==> config.mk <==
export PLATFORM = sky130hd
export DESIGN_NAME = vec_burst_mul
export DESIGN_NICKNAME = d
export VERILOG_FILES = /design/src/rtl/vmb_pkg.sv /design/src/rtl/vmb_abuf.sv /design/src/rtl/vmb_ctrl.sv /design/src/rtl/vmb_pipe.sv /design/src/rtl/vec_burst_mul.sv
export SDC_FILE = /design/constraint.sdc
export NUM_CORES = 2
export LEC_CHECK = 0
export ABC_AREA = 1
export BUFFER_PORTS_ARGS = -buffer_cell sky130_fd_sc_hd__buf_4
export CAP_MARGIN = 10
export CORE_MARGIN = 4
export CORE_UTILIZATION = 62
export DETAILED_ROUTE_END_ITERATION = 10
export PLACE_DENSITY = 0.82
export SLEW_MARGIN = 20
export SYNTH_ARGS = -nofsm -noshare
export SYNTH_HDL_FRONTEND = slang
export SYNTH_SLANG_ARGS = --single-unit
==> constraint.sdc <==
create_clock -name clk -period 9.4 [get_ports clk]
set_clock_uncertainty 0.1 [all_clocks]
set_input_delay 0.47 -clock clk [delete_from_list [all_inputs] [get_ports clk]]
set_output_delay 0.47 -clock clk [all_outputs]
set_load 0.02 [all_outputs]
==> src/rtl/vmb_pkg.sv <==
`timescale 1ns/1ps
package vmb_pkg;
  localparam int unsigned DEF_ADDR_W  = 32;
  localparam int unsigned DEF_DATA_W  = 32;
  localparam int unsigned DEF_VEC_LEN = 8;
  localparam int unsigned DEF_LEN_W   = 8;

  typedef enum logic [2:0] {
    ST_IDLE,
    ST_ADDR_A,
    ST_ADDR_B,
    ST_FILL,
    ST_STREAM,
    ST_RESP,
    ST_DONE
  } vmb_state_e;

  localparam logic [1:0] BURST_INCR = 2'b01;
endpackage

==> src/rtl/vmb_abuf.sv <==
`timescale 1ns/1ps
module vmb_abuf #(
  parameter int unsigned DATA_W = 32,
  parameter int unsigned DEPTH  = 8,
  parameter int unsigned IDX_W  = 4
) (
  input  logic              clk,
  input  logic              we,
  input  logic [IDX_W-1:0]  widx,
  input  logic [DATA_W-1:0] wdata,
  input  logic [IDX_W-1:0]  ridx,
  output logic [DATA_W-1:0] rdata
);
  localparam int unsigned SEL_W = (DEPTH > 1) ? $clog2(DEPTH) : 1;

  logic [DATA_W-1:0] slot_q [DEPTH];

  always_ff @(posedge clk) begin
    for (int s = 0; s < DEPTH; s++) begin
      if (we && widx == IDX_W'(s)) slot_q[s] <= wdata;
    end
  end

  assign rdata = slot_q[ridx[SEL_W-1:0]];
endmodule

==> src/rtl/vmb_ctrl.sv <==
`timescale 1ns/1ps
module vmb_ctrl
  import vmb_pkg::*;
#(
  parameter int unsigned ADDR_W  = 32,
  parameter int unsigned STRB_W  = 4,
  parameter int unsigned VEC_LEN = 8,
  parameter int unsigned IDX_W   = 4
) (
  input  logic              clk,
  input  logic              rst,
  input  logic              start,
  input  logic [ADDR_W-1:0] base_a,
  input  logic [ADDR_W-1:0] base_b,
  input  logic [ADDR_W-1:0] base_r,
  output logic              ar_valid,
  input  logic              ar_ready,
  output logic [ADDR_W-1:0] ar_addr,
  output logic              aw_valid,
  input  logic              aw_ready,
  output logic [ADDR_W-1:0] aw_addr,
  input  logic              r_valid,
  output logic              fill_ready,
  output logic              fill_we,
  output logic [IDX_W-1:0]  fill_idx,
  output logic              stream_go,
  output logic              pipe_clr,
  input  logic              w_done,
  input  logic              b_valid,
  output logic              b_ready,
  output logic              done
);
  function automatic logic [ADDR_W-1:0] align_word(input logic [ADDR_W-1:0] a);
    return a & ~ADDR_W'(STRB_W - 1);
  endfunction

  vmb_state_e        st_q, st_d;
  logic [ADDR_W-1:0] pa_q, pb_q, pr_q;
  logic              aw_pend_q;
  logic [IDX_W-1:0]  fill_q;
  logic              take_start;
  logic              fill_last;

  assign take_start = (st_q == ST_IDLE) && start;
  assign fill_last  = fill_we && (fill_q == IDX_W'(VEC_LEN - 1));

  always_comb begin
    st_d = st_q;
    unique case (st_q)
      ST_IDLE:   if (start)     st_d = ST_ADDR_A;
      ST_ADDR_A: if (ar_ready)  st_d = ST_ADDR_B;
      ST_ADDR_B: if (ar_ready)  st_d = ST_FILL;
      ST_FILL:   if (fill_last) st_d = ST_STREAM;
      ST_STREAM: if (w_done)    st_d = ST_RESP;
      ST_RESP:   if (b_valid)   st_d = ST_DONE;
      ST_DONE:                  st_d = ST_IDLE;
      default:                  st_d = ST_IDLE;
    endcase
  end

  always_ff @(posedge clk) begin
    if (rst) begin
      st_q      <= ST_IDLE;
      aw_pend_q <= 1'b0;
      fill_q    <= '0;
    end else begin
      st_q <= st_d;
      if (take_start)                aw_pend_q <= 1'b1;
      else if (aw_pend_q && aw_ready) aw_pend_q <= 1'b0;
      if (st_q == ST_IDLE) fill_q <= '0;
      else if (fill_we)    fill_q <= fill_q + 1'b1;
    end
  end

  always_ff @(posedge clk) begin
    if (take_start) begin
      pa_q <= align_word(base_a);
      pb_q <= align_word(base_b);
      pr_q <= align_word(base_r);
    end
  end

  assign ar_valid   = (st_q == ST_ADDR_A) || (st_q == ST_ADDR_B);
  assign ar_addr    = (st_q == ST_ADDR_B) ? pb_q : pa_q;
  assign aw_valid   = aw_pend_q;
  assign aw_addr    = pr_q;
  assign fill_ready = (st_q == ST_FILL);
  assign fill_we    = fill_ready && r_valid;
  assign fill_idx   = fill_q;
  assign stream_go  = (st_q == ST_STREAM);
  assign pipe_clr   = (st_q == ST_IDLE);
  assign b_ready    = (st_q == ST_RESP);
  assign done       = (st_q == ST_DONE);
endmodule

==> src/rtl/vmb_pipe.sv <==
`timescale 1ns/1ps
module vmb_pipe #(
  parameter int unsigned DATA_W  = 32,
  parameter int unsigned VEC_LEN = 8,
  parameter int unsigned IDX_W   = 4
) (
  input  logic              clk,
  input  logic              rst,
  input  logic              clr,
  input  logic              go,
  input  logic              r_valid,
  input  logic [DATA_W-1:0] r_data,
  output logic              r_ready,
  output logic [IDX_W-1:0]  a_idx,
  input  logic [DATA_W-1:0] a_word,
  output logic              w_valid,
  input  logic              w_ready,
  output logic [DATA_W-1:0] w_data,
  output logic              w_last,
  output logic              w_done,
  output logic              stall
);
  function automatic logic [DATA_W-1:0] mul_wrap(input logic signed [DATA_W-1:0] x,
                                                  input logic signed [DATA_W-1:0] y);
    logic signed [2*DATA_W-1:0] full;
    full = (2*DATA_W)'(x) * (2*DATA_W)'(y);
    return full[DATA_W-1:0];
  endfunction

  logic [IDX_W-1:0]  cnt_q;
  logic              v1_q, v2_q, v3_q;
  logic              l1_q, l2_q, l3_q;
  logic [DATA_W-1:0] a1_q, b1_q, p2_q, d3_q;
  logic              at_end, take;

  assign stall   = v3_q && !w_ready;
  assign at_end  = (cnt_q == IDX_W'(VEC_LEN));
  assign r_ready = go && !at_end && !stall;
  assign take    = r_valid && r_ready;
  assign a_idx   = cnt_q;

  always_ff @(posedge clk) begin
    if (rst || clr) begin
      cnt_q <= '0;
      v1_q  <= 1'b0;
      v2_q  <= 1'b0;
      v3_q  <= 1'b0;
    end else if (!stall) begin
      if (take) cnt_q <= cnt_q + 1'b1;
      v1_q <= take;
      v2_q <= v1_q;
      v3_q <= v2_q;
    end
  end

  always_ff @(posedge clk) begin
    if (!stall) begin
      a1_q <= a_word;
      b1_q <= r_data;
      l1_q <= (cnt_q == IDX_W'(VEC_LEN - 1));
      p2_q <= mul_wrap(a1_q, b1_q);
      l2_q <= l1_q;
      d3_q <= p2_q;
      l3_q <= l2_q;
    end
  end

  assign w_valid = v3_q;
  assign w_data  = d3_q;
  assign w_last  = v3_q && l3_q;
  assign w_done  = v3_q && w_ready && l3_q;
endmodule

==> src/rtl/vec_burst_mul.sv <==
`timescale 1ns/1ps
module vec_burst_mul
  import vmb_pkg::*;
#(
  parameter int unsigned ADDR_W  = DEF_ADDR_W,
  parameter int unsigned DATA_W  = DEF_DATA_W,
  parameter int unsigned VEC_LEN = DEF_VEC_LEN,
  parameter int unsigned LEN_W   = DEF_LEN_W
) (
  input  logic                clk,
  input  logic                rst,
  input  logic                start,
  input  logic [ADDR_W-1:0]   base_a,
  input  logic [ADDR_W-1:0]   base_b,
  input  logic [ADDR_W-1:0]   base_r,
  output logic                done,
  output logic                m_arvalid,
  input  logic                m_arready,
  output logic [ADDR_W-1:0]   m_araddr,
  output logic [LEN_W-1:0]    m_arlen,
  output logic [2:0]          m_arsize,
  output logic [1:0]          m_arburst,
  input  logic                m_rvalid,
  output logic                m_rready,
  input  logic [DATA_W-1:0]   m_rdata,
  input  logic                m_rlast,
  output logic                m_awvalid,
  input  logic                m_awready,
  output logic [ADDR_W-1:0]   m_awaddr,
  output logic [LEN_W-1:0]    m_awlen,
  output logic [2:0]          m_awsize,
  output logic [1:0]          m_awburst,
  output logic                m_wvalid,
  input  logic                m_wready,
  output logic [DATA_W-1:0]   m_wdata,
  output logic [DATA_W/8-1:0] m_wstrb,
  output logic                m_wlast,
  input  logic                m_bvalid,
  output logic                m_bready,
  input  logic [1:0]          m_bresp
);
  localparam int unsigned STRB_W = DATA_W / 8;
  localparam int unsigned SIZE_C = $clog2(STRB_W);
  localparam int unsigned IDX_W  = $clog2(VEC_LEN) + 1;

  logic              fill_ready, fill_we, stream_go, pipe_clr;
  logic [IDX_W-1:0]  fill_idx, a_idx;
  logic [DATA_W-1:0] a_word;
  logic              pipe_rready, w_done;

  // named events for the checker
  logic ev_ar_hs, ev_r_hs, ev_w_hs, ev_b_hs, ev_stall;
  logic unused_in;

  vmb_ctrl #(
    .ADDR_W(ADDR_W), .STRB_W(STRB_W), .VEC_LEN(VEC_LEN), .IDX_W(IDX_W)
  ) u_ctrl (
    .clk(clk), .rst(rst), .start(start),
    .base_a(base_a), .base_b(base_b), .base_r(base_r),
    .ar_valid(m_arvalid), .ar_ready(m_arready), .ar_addr(m_araddr),
    .aw_valid(m_awvalid), .aw_ready(m_awready), .aw_addr(m_awaddr),
    .r_valid(m_rvalid), .fill_ready(fill_ready), .fill_we(fill_we),
    .fill_idx(fill_idx), .stream_go(stream_go), .pipe_clr(pipe_clr),
    .w_done(w_done), .b_valid(m_bvalid), .b_ready(m_bready), .done(done)
  );

  vmb_abuf #(
    .DATA_W(DATA_W), .DEPTH(VEC_LEN), .IDX_W(IDX_W)
  ) u_abuf (
    .clk(clk), .we(fill_we), .widx(fill_idx), .wdata(m_rdata),
    .ridx(a_idx), .rdata(a_word)
  );

  vmb_pipe #(
    .DATA_W(DATA_W), .VEC_LEN(VEC_LEN), .IDX_W(IDX_W)
  ) u_pipe (
    .clk(clk), .rst(rst), .clr(pipe_clr), .go(stream_go),
    .r_valid(m_rvalid), .r_data(m_rdata), .r_ready(pipe_rready),
    .a_idx(a_idx), .a_word(a_word),
    .w_valid(m_wvalid), .w_ready(m_wready), .w_data(m_wdata),
    .w_last(m_wlast), .w_done(w_done), .stall(ev_stall)
  );

  assign m_rready  = fill_ready | pipe_rready;
  assign m_wstrb   = '1;
  assign m_arlen   = LEN_W'(VEC_LEN - 1);
  assign m_awlen   = LEN_W'(VEC_LEN - 1);
  assign m_arsize  = 3'(SIZE_C);
  assign m_awsize  = 3'(SIZE_C);
  assign m_arburst = BURST_INCR;
  assign m_awburst = BURST_INCR;

  assign ev_ar_hs  = m_arvalid && m_arready;
  assign ev_r_hs   = m_rvalid && m_rready;
  assign ev_w_hs   = m_wvalid && m_wready;
  assign ev_b_hs   = m_bvalid && m_bready;
  assign unused_in = m_rlast ^ (^m_bresp);
endmodule

# Word-level counts from Yosys, hierarchy flattened
# Memories as Yosys holds them, arrays and structs flattened. A register that Yosys moved wholly into a read port is not among the register bits.
# Index checks and enable logic that the tools add are counted.
# totals
ff_bits,204
latch_bits,0
mem_bits_rw,256
mem_bits_ro,0
input_bits,139
output_inout_bits,133
elab_cells,127
n_memories,1
# classes
add_sub_neg,2
mul,1
n_div,0
magnitude_cmp,0
eq_ne,21
shift,0
muxes,47
bitwise_logic,2
reduce_logical,37
# mem_list
memory,words,width,rd,rd_clocked_by_memory_dff,wr,line,rtl
u_abuf.slot_q,8,32,1,1,1,vmb_abuf.sv:16,logic [DATA_W-1:0] slot_q [DEPTH];
# op_table
cell,n
two-way mux 32 bit,8
OR reduction 32 bit,7
two-way mux 3 bit,13
multiplier 32 x 32 -> 32 bit,1
two-way mux 1 bit,25
equality test 4 x 3 -> 1 bit (second input constant),5
logical AND 1 bit,18
case mux 3 bit (6 select lines),1
!= test 2 bit (second input constant),5
equality test 3 bit (second input constant),3
adder 4 x 1 -> 4 bit (second input constant),2
equality test 4 x 2 -> 1 bit (second input constant),2
equality test 3 x 2 -> 1 bit (second input constant),2
AND reduction 6 bit,1
equality test 4 x 1 -> 1 bit (second input constant),1
equality test 4 bit (second input constant),1
zero test 1 bit,4
zero test 4 bit,1
equality test 3 x 1 -> 1 bit (second input constant),1
zero test 3 bit,1
logical OR 1 bit,2
!= test 2 x 1 -> 1 bit (second input constant),1
AND reduction 2 bit,1
nonzero test 2 bit,1
3 further kinds,3

# Logic depth before layout (Yosys ltp)
# logic_depth
ltp_word,13
ltp_mapped,36
depth_no_buf,35

# Hierarchy
# Synthesis repeated with hierarchy kept, for this count alone.
# unflattened
cells_unflattened,3930
hier_area_um2,36874.1
# modules_own_cells
mod,n_inst,cells_per_inst,area_per_inst_um2,seq_area_each_um2
vmb_pipe,1,2566,21814.7,4073.9
vmb_abuf,1,1124,11237.0,7687.4
vmb_ctrl,1,205,3578.4,2862.7
vec_burst_mul,1,35,244.0,0.0

# Worst setup path after synthesis
# Ideal clock, no wire load.
# synth_timing
kind,reg2reg
from,reg u_pipe.b1_q[2]
to,reg u_pipe.p2_q[28] (data pin)
arrival_time_ns,6.378
t_required_ns,9.041
slack_ns,2.663
path_stages_with_launch,25
period_less_slack_ns,6.737
cell_sequence,edfxtp_1 -> clkbuf_1 -> buf_1 -> nand2_1 -> fa_1 -> inv_1 -> fa_1 -> fa_1 -> inv_1 -> fa_1 -> inv_1 -> fa_1 -> inv_1 -> fa_1 -> fa_1 -> fa_1 -> inv_1 -> ha_1 -> nand2_1 -> nor4_2 -> nand2_1 -> o211ai_2 -> nand3_1 -> nand3_1 -> xor2_1
# synth_between
elab_chain_len,1
# synth_lines
item,line,rtl
"start, declared",vmb_pipe.sv:33,"logic [DATA_W-1:0] a1_q, b1_q, p2_q, d3_q;"
"start signal, assigned",vmb_pipe.sv:59,b1_q <= r_data;
multiplier 32 x 32 -> 32 bit,vmb_pipe.sv:26,full = (2*DATA_W)'(x) * (2*DATA_W)'(y);
"end signal, assigned",vmb_pipe.sv:61,"p2_q <= mul_wrap(a1_q, b1_q);"
"end, declared",vmb_pipe.sv:33,
# No other way between the ends.
# A chain may end at the register's enable or synchronous reset.

# Worst setup path in the final report
# layout_timing
from,"reg u_pipe.a1_q[6], read port of u_abuf.slot_q"
to,reg u_pipe.p2_q[27] (data pin)
# layout_between
elab_chain_len,1
# layout_lines
item,line
"start, declared",vmb_pipe.sv:33
multiplier 32 x 32 -> 32 bit,vmb_pipe.sv:26
# No other way between the ends.

==> flow_summary_export.csv <==
group,metric,value,unit
run_status,outcome,"complete, no violations",
clock_tree,clk_pin_slew_worst_paths,70,ps
synth,synth.most_common_cell,"inv_1",
cells_and_area,layout-area-overhead-vs-synth,14.4,%
detailed_routing,via_per_inst,5.60,
clock_tree,htree_levels,2,
clock_tree,numCtsBuffers,48,
critical_path,arrival,7690,ps
sta,fmax,134,MHz
synth,synth_top_family_by_area,"adder cells",
clock_tree,clk_latency,650,ps
sta,tns,0,ps
sta,slew_headroom,23.4,%
floorplanning,coreArea,56300,um^2
synth,synth-main-ff-cell,"edfxtp_1",
clock_tree,cts_tree,"done",
clock_tree,post_cts_buffers,0,
worst_hold_path,hold_class,"in -> reg",
floorplanning,initial_core_util,62.6,%
cells_and_area,final_layout_size_suffix_gt1_share,9.73,%
detailed_routing,dr.pass1.iters,6,
grt,grt_max_degree,103,
synth,synth_seq_cells,492,
sta,hold_viol,0,
detailed_routing,vias,25996,
sta,finalCritPeriodShare,79.1,%
sta,rsz0062_at_grt,"false",
critical_path,startpoint_type,"flip-flop",
synth,ys_seq_area_share,41.5,%
synth,synth_warnings,0,
detailed_routing,drc,0,
floorplanning,die_y,246,um
synth,synth_edf_count,477,
detailed_routing,ant_nets,0,
floorplanning,dieWidth,246,um
synth,synthArstFlopShare,0,%
synth,synth_area_per_cell,9.87,um^2
synth,ys_types,45,
sta,tightest_slew,1150,ps
sta,period_minus_slack,7440,ps
critical_path,r2r_setup_slack,1960,ps
floorplanning,ioPinCount,272,
clock_tree,cts_root_buffer,"clkbuf_16",
grt,overflow,0,
placement,gp_congestion,0.917,
critical_path,crit_fanout,14,
synth,synthCells,3569,
clock_tree,cts_resized,0,
placement,io_buffers,228,
synth,yosys.area.top_type,"edfxtp_1",
synth,synthMuxAreaShare,0,%
detailed_routing,routed_wl,91800,um
detailed_routing,drt_iter0_drc,2449,
clock_tree,clk_path_buf_depth,3,
synth,ys_top_cells_by_area,"edfxtp_1, fa_1, inv_1, nand2_1, ha_1",
sta,slew_viol_final,0,
synth,synth_compound_area_share,4.46,%
synth,synth_xor_area_share,0.721,%
placement,post-dp-hpwl,55900,um
synth,syn-cell-area,35200,um^2
critical_path,end_kind,"flip-flop",
synth,yosysTopAreaCellShare,40.7,%
critical_path,critPathRequiredTime,9650,ps
detailed_routing,wl_per_cell,19.8,um
critical_path,worstSetupPathType,"reg -> reg",
floorplanning,die-area,60700,um^2
synth,ys_top_cells_by_count,"inv_1, nand2_1, edfxtp_1",
synth,yosys.area_share.adder,28.7,%
flow_run,cap_viol_max_count,0,
floorplanning,rows,87,
grt,grt_pass1_wl,145000,um
grt,grt.total_usage,30.7,%
synth,yosys.area_share.simple,13.0,%
clock_tree,clock_sinks,492,
cells_and_area,final_nets,4549,
sta,setup_viol,0,
grt,grt_pass1_vias,27510,
grt,antenna_found_initial,7,
clock_tree,hold_buffers,121,
[critical path: stages, from the launching register on]
cell and delay [ps]:
edfxtp_1 930, buf_4 360, nand2_1 100, fa_1 530
inv_1 50, fa_1 350, inv_1 90, fa_1 430
fa_1 490, inv_1 50, fa_1 500, inv_1 50
fa_1 550, fa_1 420, fa_1 490, inv_1 40
ha_1 340, nand2_1 160, nor3_2 310, nand4_1 190
nand3_1 210, nand3_1 90, nand2_1 110, nand2_1 60
nand2_1 70, xor2_1 60
[final timing paths]
kind,start,endpoint,depth (start not counted)
worst max-delay path,u_pipe.a1_q[6]$_DFFE_PN_,u_pipe.p2_q[27]$_DFFE_PN_,25
worst min-delay path,m_rdata[22],u_abuf.slot_q[4][22]$_DFFE_PP_,1
worst max register to register,u_pipe.a1_q[6]$_DFFE_PN_,u_pipe.p2_q[27]$_DFFE_PN_,25
worst min register to register,u_pipe.p2_q[31]$_DFFE_PN_,u_pipe.w_data[31]$_DFFE_PN_,0
[cell families after synthesis]
family                   count (synthesis)
buffers and inverters                 1038
other                                    2
adder cells (fa/ha/maj)                564
XOR/XNOR                                29
flip-flops                             492
AND/OR/NAND/NOR                       1167
AO/OA/AOI/OAI                          277
[area by class of cell]
cell class | count | area, um^2
clock buffers | 53 | 1220
flip-flops and latches | 492 | 14600
clock inverters | 34 | 392
fillers | 3679 | 16000
inverters | 842 | 3170
multi-input cells | 2071 | 16700
well taps | 756 | 946
diodes | 6 | 15.0
repair buffers | 391 | 3240
[state kept, by name (all words and copies together) (netlist names)]
signal           flops
u_abuf.slot_q      256
u_ctrl.aw_addr      30
u_ctrl.aw_valid      1
u_ctrl.fill_idx      4
u_ctrl.pa_q         30
u_ctrl.pb_q         30
u_ctrl.st_q          3
u_pipe.a1_q         32
u_pipe.a_idx         4
u_pipe.b1_q         32
u_pipe.l1_q          1
u_pipe.l2_q          1
u_pipe.l3_q          1
u_pipe.p2_q         32
u_pipe.v1_q          1
u_pipe.v2_q          1
u_pipe.w_data       32
u_pipe.w_valid       1
[per-layer routing]
metal | global-route usage, % | part of all wire [%]
met3 | 6.50 | 10
met2 | 51.9 | 49
met4 | 16.2 | 6.1
met5 | 0 | 0.044
met1 | 37.2 | 35
[stage by stage]
step                      util [%]  setup WS, ps  instance area [um^2]  hold slack, ps  std cells
after floorplan                  -          2660                 35300             300       3601
final                         71.6          1960                 40300            30.7       4645
after global placement        66.5          2150                 37400             301       4431
after CTS                     71.5          2000                 40300           0.358       4639
after detailed placement      66.5          2020                 37400             305       4431
after global routing          71.6          1650                 40300            9.39       4642
[layout by cell type (no fill, tap or decap), types with 47 or more instances in the layout]
| cell | n |
|---|---|
| ha_1 | 156 |
| buf_4 | 270 |
| clkbuf_16 | 48 |
| nor2_1 | 266 |
| edfxtp_1 | 477 |
| dlygate4sd3_1 | 121 |
| nand2_1 | 814 |
| nand3_1 | 47 |
| inv_1 | 831 |
| o21ai_0 | 145 |
| fa_1 | 408 |
Power is left out: the tool's default activity adds up to more than one toggle a clock period on the data nets, which glitch-free logic cannot reach.
